$ cat src/rtl/spi_bup_pkg.sv
package spi_bup_pkg;

  localparam int CTL_GEN  = 0;
  localparam int CTL_PATH = 1;
  localparam int CTL_FS   = 2;
  localparam int NUM_CTL  = 3;

  typedef enum logic [2:0] {
    ST_IDLE,
    ST_HOLD_PATH,
    ST_HOLD_GEN,
    ST_WAIT_GEN,
    ST_GATE,
    ST_WAIT_PATH,
    ST_FSYNC,
    ST_DONE
  } seq_state_t;

  typedef struct packed {
    logic master;
    logic dma;
  } seq_mode_t;

endpackage

$ cat src/rtl/spi_bup_tick_cnt.sv
module spi_bup_tick_cnt #(
  parameter int WAIT_TICKS = 2
) (
  input  logic clk,
  input  logic rst_n,
  input  logic clr_i,
  input  logic en_i,
  output logic expired_o
);

  localparam int CW = (WAIT_TICKS < 2) ? 1 : $clog2(WAIT_TICKS + 1);
  localparam logic [CW-1:0] LAST = CW'(WAIT_TICKS - 1);

  logic [CW-1:0] cnt_q;

  assign expired_o = en_i && (cnt_q == LAST);

  always_ff @(posedge clk) begin
    if (!rst_n || clr_i) begin
      cnt_q <= '0;
    end else if (en_i) begin
      if (cnt_q == LAST) cnt_q <= '0;
      else               cnt_q <= cnt_q + 1'b1;
    end
  end

endmodule

$ cat src/rtl/spi_bup_rel_bank.sv
module spi_bup_rel_bank #(
  parameter int N_CTL = 3
) (
  input  logic             clk,
  input  logic             rst_n,
  input  logic [N_CTL-1:0] set_i,
  input  logic [N_CTL-1:0] clr_i,
  output logic [N_CTL-1:0] run_o
);

  for (genvar i = 0; i < N_CTL; i++) begin : g_ctl
    always_ff @(posedge clk) begin
      if (!rst_n)        run_o[i] <= 1'b0;
      else if (clr_i[i]) run_o[i] <= 1'b0;
      else if (set_i[i]) run_o[i] <= 1'b1;
    end
  end

endmodule

$ cat src/rtl/spi_bup_fsm.sv
module spi_bup_fsm
  import spi_bup_pkg::*;
#(
  parameter int WAIT_TICKS = 2
) (
  input  logic               clk,
  input  logic               rst_n,
  input  logic               start_i,
  input  logic               abort_i,
  input  logic               master_i,
  input  logic               dma_mode_i,
  input  logic               dma_ready_i,
  input  logic               tx_loaded_i,
  input  logic               gen_tick_i,
  output logic [NUM_CTL-1:0] set_o,
  output logic [NUM_CTL-1:0] clr_o,
  output logic               busy_o,
  output logic               done_o,
  output seq_mode_t          mode_o
);

  seq_state_t st_q, st_d;
  seq_mode_t  mode_q;
  logic       cnt_en, cnt_clr, expired;

  spi_bup_tick_cnt #(.WAIT_TICKS(WAIT_TICKS)) u_cnt (
    .clk      (clk),
    .rst_n    (rst_n),
    .clr_i    (cnt_clr),
    .en_i     (cnt_en),
    .expired_o(expired)
  );

  always_comb begin
    st_d    = st_q;
    set_o   = '0;
    clr_o   = '0;
    cnt_en  = 1'b0;
    cnt_clr = 1'b1;
    unique case (st_q)
      ST_IDLE: begin
        if (start_i) begin
          clr_o[CTL_PATH] = 1'b1;
          clr_o[CTL_FS]   = 1'b1;
          st_d            = ST_HOLD_PATH;
        end
      end
      ST_HOLD_PATH: begin
        clr_o[CTL_GEN] = 1'b1;
        st_d           = ST_HOLD_GEN;
      end
      ST_HOLD_GEN: begin
        set_o[CTL_GEN] = 1'b1;
        st_d           = ST_WAIT_GEN;
      end
      ST_WAIT_GEN: begin
        cnt_clr = 1'b0;
        cnt_en  = gen_tick_i;
        if (expired) st_d = ST_GATE;
      end
      ST_GATE: begin
        if (!mode_q.dma || dma_ready_i) begin
          set_o[CTL_PATH] = 1'b1;
          st_d            = ST_WAIT_PATH;
        end
      end
      ST_WAIT_PATH: begin
        cnt_clr = 1'b0;
        cnt_en  = gen_tick_i;
        if (expired) st_d = mode_q.master ? ST_FSYNC : ST_DONE;
      end
      ST_FSYNC: begin
        if (tx_loaded_i) begin
          set_o[CTL_FS] = 1'b1;
          st_d          = ST_DONE;
        end
      end
      ST_DONE: st_d = ST_IDLE;
      default: st_d = ST_IDLE;
    endcase
    if (abort_i) begin
      st_d    = ST_IDLE;
      set_o   = '0;
      clr_o   = '1;
      cnt_en  = 1'b0;
      cnt_clr = 1'b1;
    end
  end

  always_ff @(posedge clk) begin
    if (!rst_n) begin
      st_q   <= ST_IDLE;
      mode_q <= '0;
    end else begin
      st_q <= st_d;
      if (st_q == ST_IDLE && start_i && !abort_i) begin
        mode_q.master <= master_i;
        mode_q.dma    <= dma_mode_i;
      end
    end
  end

  assign busy_o = (st_q != ST_IDLE);
  assign done_o = (st_q == ST_DONE);
  assign mode_o = mode_q;

endmodule

$ cat src/rtl/spi_bringup_seq.sv
module spi_bringup_seq
  import spi_bup_pkg::*;
#(
  parameter int WAIT_TICKS = 2
) (
  input  logic clk,
  input  logic rst_n,
  input  logic start_i,
  input  logic abort_i,
  input  logic master_i,
  input  logic dma_mode_i,
  input  logic dma_ready_i,
  input  logic tx_loaded_i,
  input  logic gen_tick_i,
  output logic gen_run_o,
  output logic path_run_o,
  output logic fsync_run_o,
  output logic busy_o,
  output logic done_o
);

  logic [NUM_CTL-1:0] ctl_set, ctl_clr, ctl_run;
  seq_mode_t          mode;
  logic               lat_master, lat_dma;

  spi_bup_fsm #(.WAIT_TICKS(WAIT_TICKS)) u_fsm (
    .clk        (clk),
    .rst_n      (rst_n),
    .start_i    (start_i),
    .abort_i    (abort_i),
    .master_i   (master_i),
    .dma_mode_i (dma_mode_i),
    .dma_ready_i(dma_ready_i),
    .tx_loaded_i(tx_loaded_i),
    .gen_tick_i (gen_tick_i),
    .set_o      (ctl_set),
    .clr_o      (ctl_clr),
    .busy_o     (busy_o),
    .done_o     (done_o),
    .mode_o     (mode)
  );

  spi_bup_rel_bank #(.N_CTL(NUM_CTL)) u_bank (
    .clk  (clk),
    .rst_n(rst_n),
    .set_i(ctl_set),
    .clr_i(ctl_clr),
    .run_o(ctl_run)
  );

  assign gen_run_o   = ctl_run[CTL_GEN];
  assign path_run_o  = ctl_run[CTL_PATH];
  assign fsync_run_o = ctl_run[CTL_FS];
  assign lat_master  = mode.master;
  assign lat_dma     = mode.dma;

endmodule

$ cat config.mk
export PLATFORM = sky130hd
export DESIGN_NAME = spi_bringup_seq
export DESIGN_NICKNAME = d
export VERILOG_FILES = /design/src/rtl/spi_bup_pkg.sv /design/src/rtl/spi_bup_tick_cnt.sv /design/src/rtl/spi_bup_rel_bank.sv /design/src/rtl/spi_bup_fsm.sv /design/src/rtl/spi_bringup_seq.sv
export SDC_FILE = /design/constraint.sdc
export NUM_CORES = 1
export LEC_CHECK = 0
export ABC_AREA = 1
export BUFFER_PORTS_ARGS = -buffer_cell sky130_fd_sc_hd__buf_2
export CELL_PAD_IN_SITES_DETAIL_PLACEMENT = 1
export CELL_PAD_IN_SITES_GLOBAL_PLACEMENT = 1
export CORE_MARGIN = 3
export CORE_UTILIZATION = 36
export DETAILED_ROUTE_END_ITERATION = 6
export GPL_TIMING_DRIVEN = 1
export MAX_ROUTING_LAYER = met4
export PLACE_DENSITY_LB_ADDON = 0.1
export SYNTH_ARGS = -nofsm -noshare
export SYNTH_HDL_FRONTEND = slang
export SYNTH_HIERARCHICAL = 1
export SYNTH_SLANG_ARGS = --single-unit
$ cat constraint.sdc
create_clock -name clk -period 1.9 [get_ports clk]
set_clock_uncertainty 0.15 [all_clocks]
set_input_delay 0.095 -clock clk [delete_from_list [all_inputs] [get_ports clk]]
set_output_delay 0.095 -clock clk [all_outputs]
set_load 0.005 [all_outputs]
==> metrics, run 1 <==
status=completed; maximum VDD drop=427 uV; IO Count=14; post-route setup slack=0.166 ns; fin. max-slew vios=0; clk_lat worst skew=0.26 ns; initial antenna violation count=0; critical-path cell list=inv_4 -> ha_4 -> nand2_2 -> nand2_4 -> nand2_2 -> nor2_2 -> nand2_2 -> nor2_1 -> inv_1 -> nand2_4 -> nand2_2 -> nand2_1 -> nand2_1 -> nor2_1; Site Rows=15; RSZ-0062 raised after global routing=no; syn_nets=116; Hold WS=0.0303 ns; post-CTS setup buffers=0; YS warnings=6; Cell Area, Placed=781 sq um; crit-path most repeated cell=nand2_2; register bit count reported by yosys=10; number of remaining DRC errors=0; LEAKAGE=0.450 nW; Hold Fails Final Rpt=0; Initial Util=39.0%; Final Critical Period=1.73 ns; final worst path period share=91.2%; CP Launch Type=flip-flop; Cell Area, Synth=696 sq um; Area contributors post-synth=dfxtp_1 29%, inv_1 11%, nor2_1 10%; worst path arrival time=1.78 ns; Clk pin slew, worst setup/hold paths=0.07 ns; Initial DRC Count=8; synth unique cells=20; hpwl dp=1220 um; Post-Route WL=1520 um; ANT cells=0; CP max stage cell=dfxtp_4; via count=637; die height=50.0 um; DRT antenna net count=0; core area=0.00178 sq mm; Power Density=578 mW/mm^2; max_cap viols=0; post-synthesis async set-or-reset flop share=0%; Pre-antenna DRT Iters=4; Critical Path Max Stage Delay=0.36 ns; Post-layout nets=136; Post-synth EDFFs=0; Post-synth top cells=21 x inv_1, 19 x nor2_1, 15 x nand2_1; layout cell share with drive strength beyond 1=36.4%; die extent in x=50.0 um; pin count of the biggest net entering global routing=8; Avg WL per Cell=10.4 um; Fillers=251; first-pass GRT wire length=2750 um; TNS Setup=0 ns; worst endpoint required time=1.95 ns; Mapped Cells=103; main flop type after synthesis=dfxtp_1; Hold WC Path Type=input pin to flip-flop; sequential share of the synthesized area=28.8%; Die Area=0.00250 sq mm; pre-CTS setup slack=0.0489 ns; crit end category=flip-flop; vias in the first global route=642; via-per-instance ratio=4.36; largest area contributor in the netlist=dfxtp_1; worst-margin pin slew=0.233 ns; fmax=577 MHz; Mean Syn Cell Area=6.75 sq um; CTS buffer count=3; RePlAce Congestion=0.809; Clock Tree Buf Depth=2; global route overflow=0; TritonCTS clock tree=yes; H-Tree Depth=1; final instance area=871 sq um; top-count cell post-synth=inv_1; CTS Root Cell=clkbuf_4; area growth from synthesis to layout=25.2%; number of I/O port buffers=13; total track usage=15.0%; Crit Path Max Fanout=4; Setup CP Type=flip-flop to flip-flop; Max-slew headroom=84.4%; Synth top area share=28.8%; setup violators final=0; CTS Sinks=10
-- flip-flops by register name, summed over array words and instances, names as in the netlist --
register	flops
u_bank/run_o	3
u_fsm/st_q	3
u_fsm/mode_o	2
u_fsm/u_cnt/cnt_q	2
-- layout by cell type, fill, tap and decap left out --
cell type and instances:
inv_1 20, nor2_1 18, nand2_1 14, buf_2 13, dfxtp_1 8, nand2_2 7
nor2_2 4, clkbuf_4 3, dlygate4sd3_1 3, inv_4 3, nor3_1 3, nand2_4 3
nand3_2 3, nand3_1 3, o21ai_0 2, inv_2 2, nand4_1 2, ha_1 2
ha_4 2, o21ai_1 1, a21oi_1 1, nand3_4 1, buf_4 1, dfxtp_2 1
dfxtp_4 1
-- area by class of cell --
| type | count | area, sq um | share of cell area [%] |
|---|---|---|---|
| inverters | 25 | 101 | 11.6 |
| multi-input cells | 66 | 408 | 46.8 |
| repair buffers | 17 | 103 | 11.8 |
| flip-flops and latches | 10 | 205 | 23.6 |
| clock buffers | 3 | 22.5 | 2.59 |
| well taps | 25 | 31.3 | 3.59 |
-- metal layers --
layer,share of wire (%),routed length [um],up-vias,GRT usage [%]
met4,0.79,12,0,5.53
met2,48,733,8,25.3
li1,-,-,343,-
met1,47,716,284,16.9
met5,0,0,-,-
met3,3.8,57,2,3.93
-- power by group --
| group | internal [mW] | total (mW) | switching, mW |
|---|---|---|---|
| clock | 0.0731 | 0.146 | 0.0727 |
| combinational | 0.0527 | 0.129 | 0.0766 |
| sequential | 0.219 | 0.229 | 0.00985 |
-- through the flow --
stage,power [mW],cells,utilization (%)
floorplan,0.322,103,-
global placement,0.349,140,43.8
detailed placement,0.352,140,43.8
CTS,0.509,146,46.7
global route,0.542,146,48.8
finish,0.504,146,48.8
-- cells by family (layout without fill, tap and decap cells) --
| logic type | count (synthesis) | in the layout | synth area share (%) |
|---|---|---|---|
| AOI/OAI and AO/OA | 4 | 4 | 2.88 |
| adders and majority gates | 4 | 4 | 7.19 |
| buffers and inverters | 27 | 45 | 16.9 |
| DFF | 10 | 10 | 28.8 |
| and+or+nand+nor | 58 | 58 | 44.2 |
-- critical path, delay by kind of cell, from the launching register on --
kind	cells	cell delay, ns
simple gates	11	0.86
flops	1	0.36
buf+inv	2	0.14
fa+ha+maj	1	0.12
-- path summary, 6_finish.rpt --
path | start | endpoint | slack [ns] | cells past startpoint
hold / removal | gen_tick_i | u_fsm/u_cnt/cnt_q[0] | 0.03 | 5
setup / recovery | u_fsm/st_q[1] | u_fsm/st_q[2] | 0.17 | 14
hold reg to reg | u_fsm/u_cnt/cnt_q[1] | u_fsm/u_cnt/cnt_q[1] | 0.29 | 2
setup reg to reg | u_fsm/st_q[1] | u_fsm/st_q[2] | 0.17 | 14
-- what timing repair did --
item	in CTS	in global routing
setup endpoints to repair	0	3
resized for setup	0	11
hold buffers	3	0
hold endpoints to repair	6	0
(Power assumes the default switching activity.)
==> run 2: changes to the inputs <==
Settings changed: BUFFER_PORTS_ARGS -buffer_cell sky130_fd_sc_hd__buf_2 to unset, CORE_UTILIZATION 36 to 44, CTS_BUF_LIST set to sky130_fd_sc_hd__clkbuf_2, DONT_BUFFER_PORTS set to 1.
==> metrics, run 2 (synthesis gave the netlist of run 1 again) <==
Cell Area, Placed=696 sq um; Avg WL per Cell=13.1 um; Hold WC Path Type=input pin to flip-flop; IO Count=14; number of remaining DRC errors=0; max_cap viols=0; setup violators final=0; Crit Path Max Fanout=4; CTS Sinks=10; core area=0.00138 sq mm; clock share of power=26.6%; maximum VDD drop=380 uV; Int Power=314 uW; Net Sw Frac=35.2%; Clock Tree Buf Depth=2; CTS Root Cell=clkbuf_2; largest registers=u_bank/run_o: 3 flops, u_fsm/st_q: 3 flops; Setup CP Type=flip-flop to flip-flop; area growth from synthesis to layout=19.8%; most common cell after layout, fill and taps aside=inv_1; RePlAce Congestion=0.791; Max-slew headroom=81.0%; Initial DRC Count=14; Post-Route WL=1710 um; DRT antenna net count=0; die extent in x=45.8 um; Hold WS=0.0258 ns; Initial Util=50.3%; TritonCTS clock tree=yes; CP max stage cell=dfxtp_2; Die Area=0.00209 sq mm; final worst path period share=94.6%; via count=639; final instance area=833 sq um; fmax=557 MHz; worst-margin pin slew=0.285 ns; family with the most delay on the worst path=simple AND/OR/NAND/NOR gates; Final Critical Period=1.80 ns; Power Density=582 mW/mm^2; worst endpoint required time=1.96 ns; P_sw=171 uW; Critical Path Max Stage Delay=0.40 ns; number of I/O port buffers=0; Buf+Inv Stages, Crit Path=1; pin count of the biggest net entering global routing=9; combinational group share of total power=26.0%; fin. max-slew vios=0; Site Rows=13; # placed instances=116; status=completed; Pre-antenna DRT Iters=4; Hold Fails Final Rpt=0; Non-Filler Instances=130; die height=45.8 um; hpwl dp=1190 um; commonest non-fill, non-tap cells in the layout=20 x inv_1, 18 x nor2_1, 15 x nand2_1; Seq pwr share=47.4%; initial antenna violation count=0; clk_lat worst skew=0.27 ns; global route overflow=0; layout cell share with drive strength beyond 1=28.7%; vias in the first global route=623; first-pass GRT wire length=2520 um; crit end category=flip-flop; ANT cells=0; worst path arrival time=1.86 ns; Post-layout nets=129; Clk pin slew, worst setup/hold paths=0.11 ns; LEAKAGE=0.416 nW; CTS buffer count=3; total track usage=18.3%; critical-path cell list=ha_2 -> nand2_4 -> nand2_4 -> nand2_1 -> nor2_2 -> nand2_2 -> nor2_1 -> inv_1 -> nand2_4 -> nand2_2 -> nand2_1 -> nand2_1 -> nor2_1; CP Launch Type=flip-flop; via-per-instance ratio=4.92; H-Tree Depth=1
==> run 2: cell types whose count changed in the layout (fill, tap and decap cells not counted), sizes merged <==
cell / delta
buf: -12
clkinv: +1
dlygate4sd3: +5
==> run 2: cell type report <==
cell class                 count  area (sq um)
inverter                      25          98.8
fill                         181           549
clock buffer                   3          15.0
timing repair buffer          10          95.1
clock inverter                 1          3.75
multi-input combinational     66           398
sequential                    10           204
tap                           15          18.8
==> run 2: path summary, 6_finish.rpt <==
kind	startpoint	end	slack (ns)	cells after the start
max	u_fsm/st_q[0]	u_fsm/st_q[2]	0.10	13
min	dma_ready_i	u_bank/run_o[1]	0.03	4
min reg2reg	u_fsm/u_cnt/cnt_q[1]	u_fsm/u_cnt/cnt_q[1]	0.30	2
max reg2reg	u_fsm/st_q[0]	u_fsm/st_q[2]	0.10	13
==> run 2: timing repair <==
action                                  CTS  global route
pin swaps                                 0             2
hold buffers                              8             0
endpoints found under the hold margin    10             0
buffers inserted                          0             2
endpoints found under the setup margin    3             5
gates resized for setup                   1             8
==> run 2: per-layer routing <==
layer	part of all wire [%]	global-route usage, %	routed length [um]
met1	43	19.9	738
met2	52	30.6	886
met3	3.5	4.74	60
met4	1.4	8.52	24
met5	0	-	0
==> run 2: worst register-to-register path: cells and delay by family, from the launching register on <==
family / cells / cell delay (ns)
simple gates: 11 / 0.87
flops: 1 / 0.40
fa+ha+maj: 1 / 0.23
buf+inv: 1 / 0.07
==> run 2: power by group through the flow <==
stage                     combinational (mW)  clock (mW)  sequential [mW]
after floorplan                       0.0949           0            0.227
after global placement                 0.100           0            0.231
after detailed placement               0.103           0            0.232
after CTS                              0.120       0.135            0.227
after global routing                   0.141       0.146            0.232
final                                  0.126       0.129            0.230
==> run 2: metrics by stage <==
stage          power [mW]  util (%)  TNS [ns]  setup slack [ns]
2_1_floorplan       0.322         -         0             0.231
3_3_place_gp        0.332      50.3         0            0.0820
3_5_place_dp        0.336      50.3         0           0.00532
4_1_cts             0.482      57.6         0            0.0184
5_1_grt             0.519      60.3   -0.0453           -0.0157
6_report            0.485      60.3         0             0.104
